<file path="config.mk">
export PLATFORM = sky130hd
export DESIGN_NAME = serial_reg_front
export DESIGN_NICKNAME = d
export VERILOG_FILES = /design/src/rtl/serial_reg_front_pkg.sv /design/src/rtl/serial_reg_front_ctrl.sv /design/src/rtl/serial_reg_front_dp.sv /design/src/rtl/serial_reg_front.sv
export SDC_FILE = /design/constraint.sdc
export NUM_CORES = 1
export LEC_CHECK = 0
export ABC_AREA = 1
export ABC_CLOCK_PERIOD_IN_PS = 8250
export BUFFER_PORTS_ARGS = -buffer_cell sky130_fd_sc_hd__buf_2
export CAP_MARGIN = 20
export CORE_MARGIN = 3
export CORE_UTILIZATION = 55
export DETAILED_ROUTE_END_ITERATION = 12
export GPL_ROUTABILITY_DRIVEN = 0
export PLACE_DENSITY = 0.78
export SLEW_MARGIN = 20
export SYNTH_ARGS = -nofsm -noshare
export SYNTH_HDL_FRONTEND = slang
export SYNTH_SLANG_ARGS = --single-unit
</file>
<file path="constraint.sdc">
create_clock -name clk -period 8.25 [get_ports clk]
set_clock_uncertainty 0.15 [all_clocks]
set_input_delay 2.475 -clock clk [delete_from_list [all_inputs] [get_ports clk]]
set_output_delay 2.475 -clock clk [all_outputs]
set_load 0.03 [all_outputs]
</file>
<file path="src/rtl/serial_reg_front_pkg.sv">
package serial_reg_front_pkg;

  typedef enum logic [2:0] {
    SEL_RXDATA,
    SEL_TXDATA,
    SEL_STATUS,
    SEL_CONTROL,
    SEL_NONE
  } rdSel_e;

  // Strobes from the decoder to the datapath
  typedef struct packed {
    logic popRx;
    logic wrTx;
    logic wrCtrl;
    logic rxClear;
    logic wrStatus;
  } strobes_t;

  localparam int OFF_RX     = 0;
  localparam int OFF_TX     = 1;
  localparam int OFF_STATUS = 2;
  localparam int OFF_CTRL   = 3;

  localparam int CTRL_RXCLR_BIT = 1;
  localparam int CTRL_IE_BIT    = 4;

endpackage

</file>
<file path="src/rtl/serial_reg_front_ctrl.sv">
module serial_reg_front_ctrl
  import serial_reg_front_pkg::*;
#(
  parameter int ADDR_W = 5,
  parameter int DATA_W = 32
) (
  input  logic [ADDR_W-1:0] busAddr,
  input  logic              busWrEn,
  input  logic              busRdEn,
  input  logic [DATA_W-1:0] busWrData,
  output strobes_t          stb,
  output rdSel_e            rdSel
);
  localparam int WORD_W = ADDR_W - 2;

  logic [WORD_W-1:0] wordIdx;
  logic              unusedByteLane;
  logic              unusedWrData;

  assign wordIdx        = busAddr[ADDR_W-1:2];
  assign unusedByteLane = ^busAddr[1:0];   // byte lane ignored
  assign unusedWrData   = ^busWrData;

  always_comb begin
    rdSel = SEL_NONE;
    if (wordIdx == WORD_W'(OFF_RX))          rdSel = SEL_RXDATA;
    else if (wordIdx == WORD_W'(OFF_TX))     rdSel = SEL_TXDATA;
    else if (wordIdx == WORD_W'(OFF_STATUS)) rdSel = SEL_STATUS;
    else if (wordIdx == WORD_W'(OFF_CTRL))   rdSel = SEL_CONTROL;
  end

  always_comb begin
    stb          = '0;
    stb.popRx    = busRdEn && (rdSel == SEL_RXDATA);
    stb.wrTx     = busWrEn && (rdSel == SEL_TXDATA);
    stb.wrStatus = busWrEn && (rdSel == SEL_STATUS);
    stb.wrCtrl   = busWrEn && (rdSel == SEL_CONTROL);
    stb.rxClear  = stb.wrCtrl && busWrData[CTRL_RXCLR_BIT];
  end

endmodule

</file>
<file path="src/rtl/serial_reg_front_dp.sv">
module serial_reg_front_dp
  import serial_reg_front_pkg::*;
#(
  parameter int DEPTH  = 8,
  parameter int DATA_W = 32,
  parameter int BYTE_W = 8,
  parameter int ERR_W  = 3,
  localparam int PTR_W = $clog2(DEPTH),
  localparam int CNT_W = PTR_W + 1
) (
  input  logic              clk,
  input  logic              rst,
  input  strobes_t          stb,
  input  rdSel_e            rdSel,
  input  logic [DATA_W-1:0] busWrData,
  output logic [DATA_W-1:0] busRdData,
  input  logic [BYTE_W-1:0] rxByte,
  input  logic              rxValid,
  output logic              rxReady,
  input  logic [ERR_W-1:0]  errIn,
  output logic [BYTE_W-1:0] txByte,
  output logic              txValid,
  output logic              irq,
  output logic              statusWrErr,
  output logic [CNT_W-1:0]  fillCount,
  output logic              intPending
);
  logic [BYTE_W-1:0] rxMem [DEPTH];
  logic [PTR_W-1:0]  wrPos;
  logic [PTR_W-1:0]  rdPos;
  logic [CNT_W-1:0]  countNext;
  logic [DATA_W-1:0] txReg;
  logic [DATA_W-1:0] ctrlReg;
  logic [DATA_W-1:0] statusWord;
  logic              pushOk;
  logic              popOk;

  assign rxReady   = (fillCount != CNT_W'(DEPTH));
  assign pushOk    = rxValid && rxReady && !stb.rxClear;         // clear wins
  assign popOk     = stb.popRx && (fillCount != '0);
  assign rdPos     = wrPos - fillCount[PTR_W-1:0];               // oldest entry
  assign countNext = stb.rxClear ? '0
                   : fillCount + CNT_W'(pushOk) - CNT_W'(popOk);

  // Buffer storage: one write-enabled slot per entry
  for (genvar g = 0; g < DEPTH; g++) begin : gSlot
    always_ff @(posedge clk) begin
      if (pushOk && (wrPos == PTR_W'(g))) rxMem[g] <= rxByte;
    end
  end

  always_ff @(posedge clk) begin
    if (rst) begin
      wrPos       <= '0;
      fillCount   <= '0;
      intPending  <= 1'b0;
      txReg       <= '0;
      ctrlReg     <= '0;
      txValid     <= 1'b0;
      statusWrErr <= 1'b0;
    end else begin
      if (stb.rxClear)  wrPos <= '0;
      else if (pushOk)  wrPos <= wrPos + 1'b1;
      fillCount   <= countNext;
      intPending  <= intPending | stb.wrTx | (countNext != '0);
      if (stb.wrTx)   txReg   <= busWrData;
      if (stb.wrCtrl) ctrlReg <= busWrData;
      txValid     <= stb.wrTx;
      statusWrErr <= stb.wrStatus;
    end
  end

  assign txByte = txReg[BYTE_W-1:0];
  assign irq    = intPending & ctrlReg[CTRL_IE_BIT];

  // status layout
  always_comb begin
    statusWord    = '0;
    statusWord[0] = (fillCount != '0);
    statusWord[1] = (fillCount == CNT_W'(DEPTH));
    statusWord[2] = 1'b1;
    statusWord[3] = 1'b0;
    statusWord[4] = intPending;
    statusWord[5 +: ERR_W] = errIn;
  end

  always_comb begin
    unique case (rdSel)
      SEL_RXDATA:  busRdData = DATA_W'(rxMem[rdPos]);
      SEL_TXDATA:  busRdData = txReg;
      SEL_STATUS:  busRdData = statusWord;
      SEL_CONTROL: busRdData = ctrlReg;
      default:     busRdData = '0;
    endcase
  end

endmodule

</file>
<file path="src/rtl/serial_reg_front.sv">
module serial_reg_front
  import serial_reg_front_pkg::*;
#(
  parameter int DEPTH  = 8,
  parameter int ADDR_W = 5,
  parameter int DATA_W = 32,
  parameter int BYTE_W = 8,
  parameter int ERR_W  = 3,
  localparam int CNT_W = $clog2(DEPTH) + 1
) (
  input  logic              clk,
  input  logic              rst,
  input  logic [ADDR_W-1:0] busAddr,
  input  logic              busWrEn,
  input  logic              busRdEn,
  input  logic [DATA_W-1:0] busWrData,
  output logic [DATA_W-1:0] busRdData,
  input  logic [BYTE_W-1:0] rxByte,
  input  logic              rxValid,
  output logic              rxReady,
  input  logic [ERR_W-1:0]  errIn,
  output logic [BYTE_W-1:0] txByte,
  output logic              txValid,
  output logic              irq,
  output logic              statusWrErr
);
  strobes_t         stb;
  rdSel_e           rdSel;
  logic [CNT_W-1:0] fillCount;
  logic             intPending;

  serial_reg_front_ctrl #(.ADDR_W(ADDR_W), .DATA_W(DATA_W)) u_ctrl (
    .busAddr(busAddr), .busWrEn(busWrEn), .busRdEn(busRdEn),
    .busWrData(busWrData), .stb(stb), .rdSel(rdSel)
  );

  serial_reg_front_dp #(
    .DEPTH(DEPTH), .DATA_W(DATA_W), .BYTE_W(BYTE_W), .ERR_W(ERR_W)
  ) u_dp (
    .clk(clk), .rst(rst), .stb(stb), .rdSel(rdSel),
    .busWrData(busWrData), .busRdData(busRdData),
    .rxByte(rxByte), .rxValid(rxValid), .rxReady(rxReady),
    .errIn(errIn), .txByte(txByte), .txValid(txValid),
    .irq(irq), .statusWrErr(statusWrErr),
    .fillCount(fillCount), .intPending(intPending)
  );

endmodule

</file>
After elaboration in Yosys (flattened, before gate mapping)
Memories as Yosys holds them, arrays and structs flattened.
Cells that the tools add are included.
- bits in registers: 74
- RAM bits: 64
- input port bits: 53
- memories kept: 1
- memory list (memory ; words ; bits a word ; read ports ; clocked after memory_dff ; write ports ; line ; text):
    u_dp.rxMem ; 8 ; 8 ; 1 ; 0 ; 1 ; serial_reg_front_dp.sv:28 ; logic [BYTE_W-1:0] rxMem [DEPTH];
- $add $sub $neg: 4
- equal/unequal tests: 15
- mux-type cells: 43
- bitwise operators: 3
- reductions and logical operators: 30
- operators by type and width (kind ; count):
    case mux 32 bit (4 select lines) ; 1
    2-to-1 mux 8 bit ; 7
    OR reduction 8 bit ; 7
    2-to-1 mux 3 bit ; 11
    2-to-1 mux 1 bit ; 23
    == test 3 x 2 -> 1 bit (second input constant) ; 6
    logical AND 1 bit ; 16
    == test 3 bit (second input constant) ; 4
    == test 3 x 1 -> 1 bit (second input constant) ; 3
    zero test 3 bit ; 3
    nonzero test 4 bit ; 2
    adder 4 x 1 -> 4 bit ; 1
    == test 4 bit (second input constant) ; 1
    2-to-1 mux 4 bit ; 1
    != test 4 bit (second input constant) ; 1
    subtractor 4 x 1 -> 4 bit ; 1
    adder 3 x 1 -> 3 bit (second input constant) ; 1
    subtractor 3 bit ; 1
    bitwise OR 1 bit ; 2
    OR reduction 2 bit ; 1
    bitwise AND 1 bit ; 1
    zero test 1 bit ; 1

Longest topological paths before layout
Gate-level depths: netlist of run 1.
- depth after elaboration: 21
- mapped depth: 15
- gate-level depth less buffers: 15

By module
From an unflattened synthesis of run 1, not the netlist that was laid out.
- cell total of the unflattened synthesis: 711
- area total of the unflattened synthesis: 6058.3 um^2
- by module, submodules not included (module ; times used ; cells an instance ; area each (um^2) ; sequential area each (um^2)):
    serial_reg_front_dp ; 1 ; 696 ; 5990.7 ; 3403.3
    serial_reg_front_ctrl ; 1 ; 15 ; 67.6 ; 0.0

Least setup slack after synthesis of run 1
OpenSTA, ideal clock, no wires.
- kind: input to output
- start: in busAddr[2]
- end: out busRdData[11]
- arrival: 3507 ps
- data required time: 5625 ps
- setup slack: 2118 ps
- stages: 6
- path buffers: 2
- cell sequence: nand2_2 > nor2_8 > inv_2 > buf_2 > buf_6 > o22ai_1
- cells in the longest elaborated chain, start to end: 7
- elaborated cells on any way between the ends: 13
- RTL lines (what ; line ; text):
    from (decl) ; serial_reg_front.sv:13 ; input logic [ADDR_W-1:0] busAddr,
    == test 3 x 2 -> 1 bit ; serial_reg_front_ctrl.sv:29 ; else if (wordIdx == WORD_W'(OFF_CTRL)) rdSel = SEL_CONTROL;
    2-to-1 mux 3 bit ; serial_reg_front_ctrl.sv:29 ;
    2-to-1 mux 3 bit ; serial_reg_front_ctrl.sv:28 ; else if (wordIdx == WORD_W'(OFF_STATUS)) rdSel = SEL_STATUS;
    2-to-1 mux 3 bit ; serial_reg_front_ctrl.sv:27 ; else if (wordIdx == WORD_W'(OFF_TX)) rdSel = SEL_TXDATA;
    2-to-1 mux 3 bit * ; serial_reg_front_ctrl.sv:26 ; if (wordIdx == WORD_W'(OFF_RX)) rdSel = SEL_RXDATA;
    == test 3 x 2 -> 1 bit, or another cell as far along ; serial_reg_front_dp.sv:88 ; unique case (rdSel)
    case mux 32 bit (4 select lines) * ; serial_reg_front_dp.sv:88 ;
    to (decl) ; serial_reg_front.sv:17 ; output logic [DATA_W-1:0] busRdData,
Every way passes the cells marked *; elsewhere a longest branch is shown, timed or not.

Final worst setup path of run 1
- start: in busAddr[2]
- end: out busRdData[2]
Same word-level chain as after synthesis.

==> impl_metrics.env, run 1 <==
export IMPL_status="finished clean"
export IMPL_cp_buffers_inverters=3
export IMPL_start_kind="input port"
export IMPL_path_clk_slew_ns=0.06
export IMPL_required_ns=5.62
export IMPL_worstPathArrival_ns=3.99
export IMPL_finalNonFillerCells=908
export IMPL_synth_area_leader_cell="edfxtp_1"
export IMPL_async_reset_ff_share_pct=0
export IMPL_min_path_type="flip-flop to flip-flop"
export IMPL_slew_headroom_pct=26.87
export IMPL_vias=5020
export IMPL_synth_edf_count=64
export IMPL_ctsHoldBuffers=0
export IMPL_yosys_area_top_type_share_pct=31.85
export IMPL_synthToLayoutAreaGrowth_pct=17.48
export IMPL_yosysMostFrequentCell="nand2_1"
export IMPL_synth_area_leaders="edfxtp_1, dfxtp_1, nand2_1"
export IMPL_crit_fanout=29
export IMPL_max_cap_violations=0
export IMPL_powerDensity_nw_per_um2=290.8
export IMPL_end_kind="primary output"
export IMPL_setup_violations=0
export IMPL_hold_viol=0
export IMPL_grt_pass1_wl_um=23550
export IMPL_cts_root_buffer="clkbuf_8"
export IMPL_ant_nets=0
export IMPL_clk_insertion_delay_late_ns=0.53
export IMPL_fp_dieArea_sq_um=12260
export IMPL_coreArea_sq_um=10510
export IMPL_critPathLaunch="busAddr[2]"
export IMPL_post_cts_setup_buffer_count=0
export IMPL_die_w_um=110.7
export IMPL_synth_fp_nets=750
export IMPL_ioPinCount=97
export IMPL_io_buffer_count=94
export IMPL_ys_ff_latch=138
export IMPL_via_per_inst=5.529
export IMPL_post_place_cells=876
export IMPL_first_global_vias=4732
export IMPL_grt_max_degree=64
export IMPL_start_util_pct=57.41
export IMPL_drc_errors=0
export IMPL_dpl_hpwl_um=9567
export IMPL_cts_resized=0
export IMPL_avgRoutedWirePerCell_um=16.32
export IMPL_first_pass_iters=6
export IMPL_num_rows=37
export IMPL_rsz0062_at_grt="false"
export IMPL_drtIter0Drc=581
export IMPL_cp_common_cell="buf_2"
export IMPL_syn_inst=682
export IMPL_fin_crit_sh_pct=80.16
export IMPL_cp_cell_sequence="buf_2 -> nand2_2 -> nor2_8 -> inv_2 -> o21ai_0 -> a21oi_1 -> nand2_1 -> buf_2"
export IMPL_cts_path_max_buffers=2
export IMPL_ys_seq_area_share_pct=56.41
export IMPL_critPathMaxStageDelay_ns=0.42
export IMPL_tightest_slew_ns=1.097
export IMPL_htreeDepth=4
export IMPL_synth_flop_cell="dfxtp_1"
export IMPL_cp_top_family="buffers and inverters"
export IMPL_die_h_um=110.7
export IMPL_rr_startpoint="u_dp.fillCount[2]"
export IMPL_fillers=784
export IMPL_yosys_top_cells_count="nand2_1, inv_1, dfxtp_1, a21oi_1, edfxtp_1"
export IMPL_drive_gt1_share_pct=18.26
export IMPL_diodes=0
export IMPL_min_period_ns=6.613
export IMPL_grt_ovfl_total=0
export IMPL_crit_path_top_delay_cell="inv_2"
export IMPL_hold_path_startpoint="u_dp.ctrlReg[6]"
export IMPL_max_freq_mhz=151.2
export IMPL_ir_worst_vdd_v=0.0002636
export IMPL_yosysUniqueCellTypes=29
export IMPL_clock_sink_count=138
export IMPL_cts_tree="built"
export IMPL_slew_violations=0
export IMPL_wirelength_um=14820
export IMPL_leakage_nw=2.981
export IMPL_antenna_found_initial=0
export IMPL_track_usage_pct=24.09
export IMPL_yosys_warnings=0
export IMPL_cts_made_buffers=17
export IMPL_fin_nets=827
export IMPL_netlist_area_sq_um=6033
export IMPL_setup_tns_ns=0
export IMPL_synth_area_per_cell_sq_um=8.846
export IMPL_crit_type="input port to primary output"
per-stage QoR:
step | area [sq um] | setup WS (ns) | hold slack [ns] | total power, W | utilization [%]
2_1_floorplan | 6033 | 2.118 | 0.2745 | 0.001190 | -
3_3_place_gp | 6495 | 1.742 | 0.2834 | 0.001302 | 61.81
3_5_place_dp | 6495 | 1.700 | 0.2930 | 0.001329 | 61.81
4_1_cts | 7081 | 1.685 | 0.3024 | 0.002060 | 67.38
5_1_grt | 7088 | 1.536 | 0.3156 | 0.002168 | 67.45
6_report | 7088 | 1.637 | 0.2995 | 0.002061 | 67.45
state kept, by name, indices dropped and copies added (netlist names):
register          count
u_dp.wrPos            3
u_dp.intPending       1
u_dp.txValid          1
u_dp.ctrlReg         32
u_dp.rxMem           64
u_dp.fillCount        4
u_dp.txReg           32
u_dp.statusWrErr      1
layer usage:
| metal | GRT usage [%] | routed length (um) |
|---|---|---|
| met2 | 40.13 | 7380 |
| met4 | 10.76 | 407 |
| met3 | 6.004 | 1097 |
| met1 | 29.62 | 5933 |
| met5 | 0 | 0 |
logic make-up (layout without fill, tap and decap cells):
kind of cell | Yosys count | after routing | share of synthesized area [%]
flip-flops | 138 | 138 | 56.41
XOR/XNOR | 1 | 1 | 0.1452
adder cells (fa/ha/maj) | 15 | 15 | 3.360
buffers and inverters | 139 | 229 | 9.871
AND/OR/NAND/NOR | 228 | 228 | 16.30
AO/OA/AOI/OAI | 161 | 161 | 13.92
cell usage in the layout, fill, tap and decap left out, drive strengths merged:
cell type  count
a21oi         70
buf          102
clkbuf        25
clkinv         2
clkinvlp       2
dfxtp         74
edfxtp        64
fa             2
ha            13
inv           98
nand2        144
nand3         56
nand4          1
nor2          20
nor3           6
nor3b          1
o21ai         64
o22ai         27
xor2           1
worst reg2reg max path: stages, from the launching register on:
cell,delay (ns)
dfxtp_1,0.32
inv_1,0.15
ha_1,0.17
nor3b_1,0.29
nor2_1,0.10
ha_1,0.29
inv_1,0.04
ha_1,0.20
fa_1,0.44
inv_1,0.09
nand2_1,0.05
nand2_1,0.06
nand2_1,0.05
nand2_1,0.05
nand3_1,0.07
where the power goes:
group / internal (W) / switching [W] / leakage [nW] / total [W]
clock: 0.000449 / 0.000280 / 0.287 / 0.000729
combinational: 0.000167 / 0.000384 / 1.51 / 0.000551
sequential: 0.000762 / 0.0000204 / 1.18 / 0.000782
final timing paths:
check / slack, ns / end / cells past startpoint
worst max-delay path: 1.64 / busRdData[2] / 8
worst min-delay path: 0.30 / u_dp.ctrlReg[6] / 2
worst max register to register: 5.62 / u_dp.intPending / 14
worst min register to register: 0.30 / u_dp.ctrlReg[6] / 2
area by class of cell:
class / instances / area, sq um / area share (%)
Sequential cell: 138 / 3403 / 48.01
Multi-Input combinational cell: 405 / 2042 / 28.81
Tap cell: 136 / 170.2 / 2.401
Inverter: 95 / 356.6 / 5.031
Clock inverter: 7 / 47.55 / 0.6708
Timing Repair Buffer: 102 / 530.5 / 7.485
Clock buffer: 25 / 538.0 / 7.590
(Power assumes the default switching activity.)
==> inputs of run 2 (changes only) <==
--- a/config.mk
+++ b/config.mk
@@ -6,7 +6,7 @@
 export NUM_CORES = 1
 export LEC_CHECK = 0
 export ABC_AREA = 1
-export ABC_CLOCK_PERIOD_IN_PS = 8250
+export ABC_CLOCK_PERIOD_IN_PS = 6200
 export BUFFER_PORTS_ARGS = -buffer_cell sky130_fd_sc_hd__buf_2
 export CAP_MARGIN = 20
 export CORE_MARGIN = 3
==> constraint.sdc (replaced) <==
create_clock -name clk -period 6.2 [get_ports clk]
set_clock_uncertainty 0.15 [all_clocks]
set_input_delay 1.86 -clock clk [delete_from_list [all_inputs] [get_ports clk]]
set_output_delay 1.86 -clock clk [all_outputs]
set_load 0.03 [all_outputs]
==> impl_metrics.env, run 2 (synthesis results as in run 1) <==
export IMPL_antenna_found_initial=0
export IMPL_ir_worst_vdd_v=0.0002563
export IMPL_largest_reg_flops=64
export IMPL_drtIter0Drc=586
export IMPL_required_ns=4.19
export IMPL_critPathMaxStageDelay_ns=0.43
export IMPL_dpl_hpwl_um=9658
export IMPL_fin_nets=831
export IMPL_crit_type="input port to primary output"
export IMPL_io_buffer_count=94
export IMPL_path_clk_slew_ns=0.06
export IMPL_grt_max_degree=64
export IMPL_wirelength_um=14710
export IMPL_cts_tree="built"
export IMPL_drive_gt1_share_pct=18.69
export IMPL_diodes=0
export IMPL_coreArea_sq_um=10510
export IMPL_hold_viol=0
export IMPL_end_kind="primary output"
export IMPL_slew_headroom_pct=32.02
export IMPL_slew_violations=0
export IMPL_cp_cell_sequence="buf_2 -> nand2_2 -> nor2_8 -> inv_2 -> o21ai_0 -> a21oi_1 -> nand2_1 -> buf_2"
export IMPL_crit_path_top_delay_cell="inv_2"
export IMPL_final_common_cell="nand2_1"
export IMPL_max_cap_violations=0
export IMPL_cp_buffers_inverters=3
export IMPL_clk_insertion_delay_late_ns=0.52
export IMPL_setup_tns_ns=0
export IMPL_clock_sink_count=138
export IMPL_power_w=0.002762
export IMPL_worstPathArrival_ns=3.33
export IMPL_hold_slack_ns=0.3036
export IMPL_powerDensity_nw_per_um2=386.9
export IMPL_track_usage_pct=24.54
export IMPL_min_path_type="flip-flop to flip-flop"
export IMPL_htreeDepth=4
export IMPL_cts_resized=0
export IMPL_cts_made_buffers=17
export IMPL_leakage_nw=3.016
export IMPL_first_pass_iters=6
export IMPL_start_kind="input port"
export IMPL_top_regs="u_dp.rxMem (64), u_dp.ctrlReg (32), u_dp.txReg (32)"
export IMPL_synthToLayoutAreaGrowth_pct=18.33
export IMPL_fp_dieArea_sq_um=12260
export IMPL_start_util_pct=57.41
export IMPL_num_rows=37
export IMPL_fillers=780
export IMPL_cts_root_buffer="clkbuf_8"
export IMPL_avgRoutedWirePerCell_um=16.13
export IMPL_max_freq_mhz=187.4
export IMPL_fin_crit_sh_pct=86.09
export IMPL_vias=5014
export IMPL_min_period_ns=5.337
export IMPL_die_w_um=110.7
export IMPL_post_cts_setup_buffer_count=0
export IMPL_ioPinCount=97
export IMPL_tightest_slew_ns=1.016
export IMPL_crit_fanout=29
export IMPL_cp_top_family="buffers and inverters"
export IMPL_cts_path_max_buffers=2
export IMPL_setup_violations=0
export IMPL_status="finished clean"
export IMPL_grt_ovfl_total=0
export IMPL_utilization_pct=67.94
export IMPL_cp_common_cell="buf_2"
export IMPL_top_register="u_dp.rxMem"
export IMPL_ant_nets=0
export IMPL_rsz0062_at_grt="false"
export IMPL_drc_errors=0
export IMPL_via_per_inst=5.498
export IMPL_first_global_vias=4860
export IMPL_final_cell_mix="nand2_1, buf_2, inv_1, dfxtp_1, a21oi_1"
export IMPL_grt_pass1_wl_um=23970
export IMPL_die_h_um=110.7
export IMPL_ctsHoldBuffers=0
## run 2: cell count changes in the layout (fill, tap and decap cells not counted)
cell / before / now
clkinvlp_4: 2 / 1
buf_16: 0 / 1
clkinv_2: 1 / 3
clkbuf_8: 4 / 5
clkbuf_4: 0 / 2
nand3_4: 2 / 1
inv_4: 3 / 0
nand3_2: 0 / 1
clkbuf_16: 19 / 18
buf_4: 8 / 11
bufinv_16: 0 / 1
inv_6: 1 / 0
## run 2: worst reg2reg max path, stage by stage, from the launching register on
cell and delay [ns]:
dfxtp_1 0.33, inv_1 0.15, ha_1 0.17, nor3b_1 0.28, nor2_1 0.11, ha_1 0.29
inv_1 0.04, ha_1 0.20, fa_1 0.45, inv_1 0.08, nand2_1 0.05, nand2_1 0.06
nand2_1 0.04, nand2_1 0.05, nand3_1 0.09
## run 2: power breakdown
part / internal (W) / leakage, nW / switching [W]
clock: 0.000630 / 0.295 / 0.000358
combinational: 0.000226 / 1.54 / 0.000507
sequential: 0.00101 / 1.18 / 0.0000278
total: 0.00187 / 3.02 / 0.000893
## run 2: final cells by class
cell class                 instances  area [sq um]  area share [%]
clock buffer                      27         541.8           7.589
clock inverter                     5         52.55          0.7361
inverter                          95         356.6           4.995
multi-input combinational        405          2034           28.50
sequential                       138          3403           47.67
tap                              136         170.2           2.383
timing repair buffer             106         580.6           8.132
## run 2: metrics by stage
stage,cell area [sq um],worst slack (ns),instances
2_1_floorplan,6033,1.298,682
3_5_place_dp,6518,0.8938,879
4_1_cts,7112,0.8841,911
5_1_grt,7139,0.7438,912
6_report,7139,0.8626,912
3_3_place_gp,6518,0.9145,879
## run 2: metal layers
| layer | routed length (um) | vias to the layer above | share of wire, % | global-route usage (%) |
|---|---|---|---|---|
| met3 | 1178 | 29 | 8.0 | 6.277 |
| li1 | - | 2418 | - | - |
| met5 | 0 | - | 0 | 0 |
| met4 | 261 | 0 | 1.8 | 9.442 |
| met2 | 7309 | 212 | 50 | 41.18 |
| met1 | 5963 | 2355 | 41 | 30.48 |
## run 2: worst paths after layout
kind | start | to | slack (ns) | cells past startpoint
setup / recovery | busAddr[2] | busRdData[6] | 0.86 | 8
hold / removal | u_dp.txReg[16] | u_dp.txReg[16] | 0.30 | 2
setup reg to reg | u_dp.fillCount[2] | u_dp.intPending | 3.55 | 14
hold reg to reg | u_dp.txReg[16] | u_dp.txReg[16] | 0.30 | 2
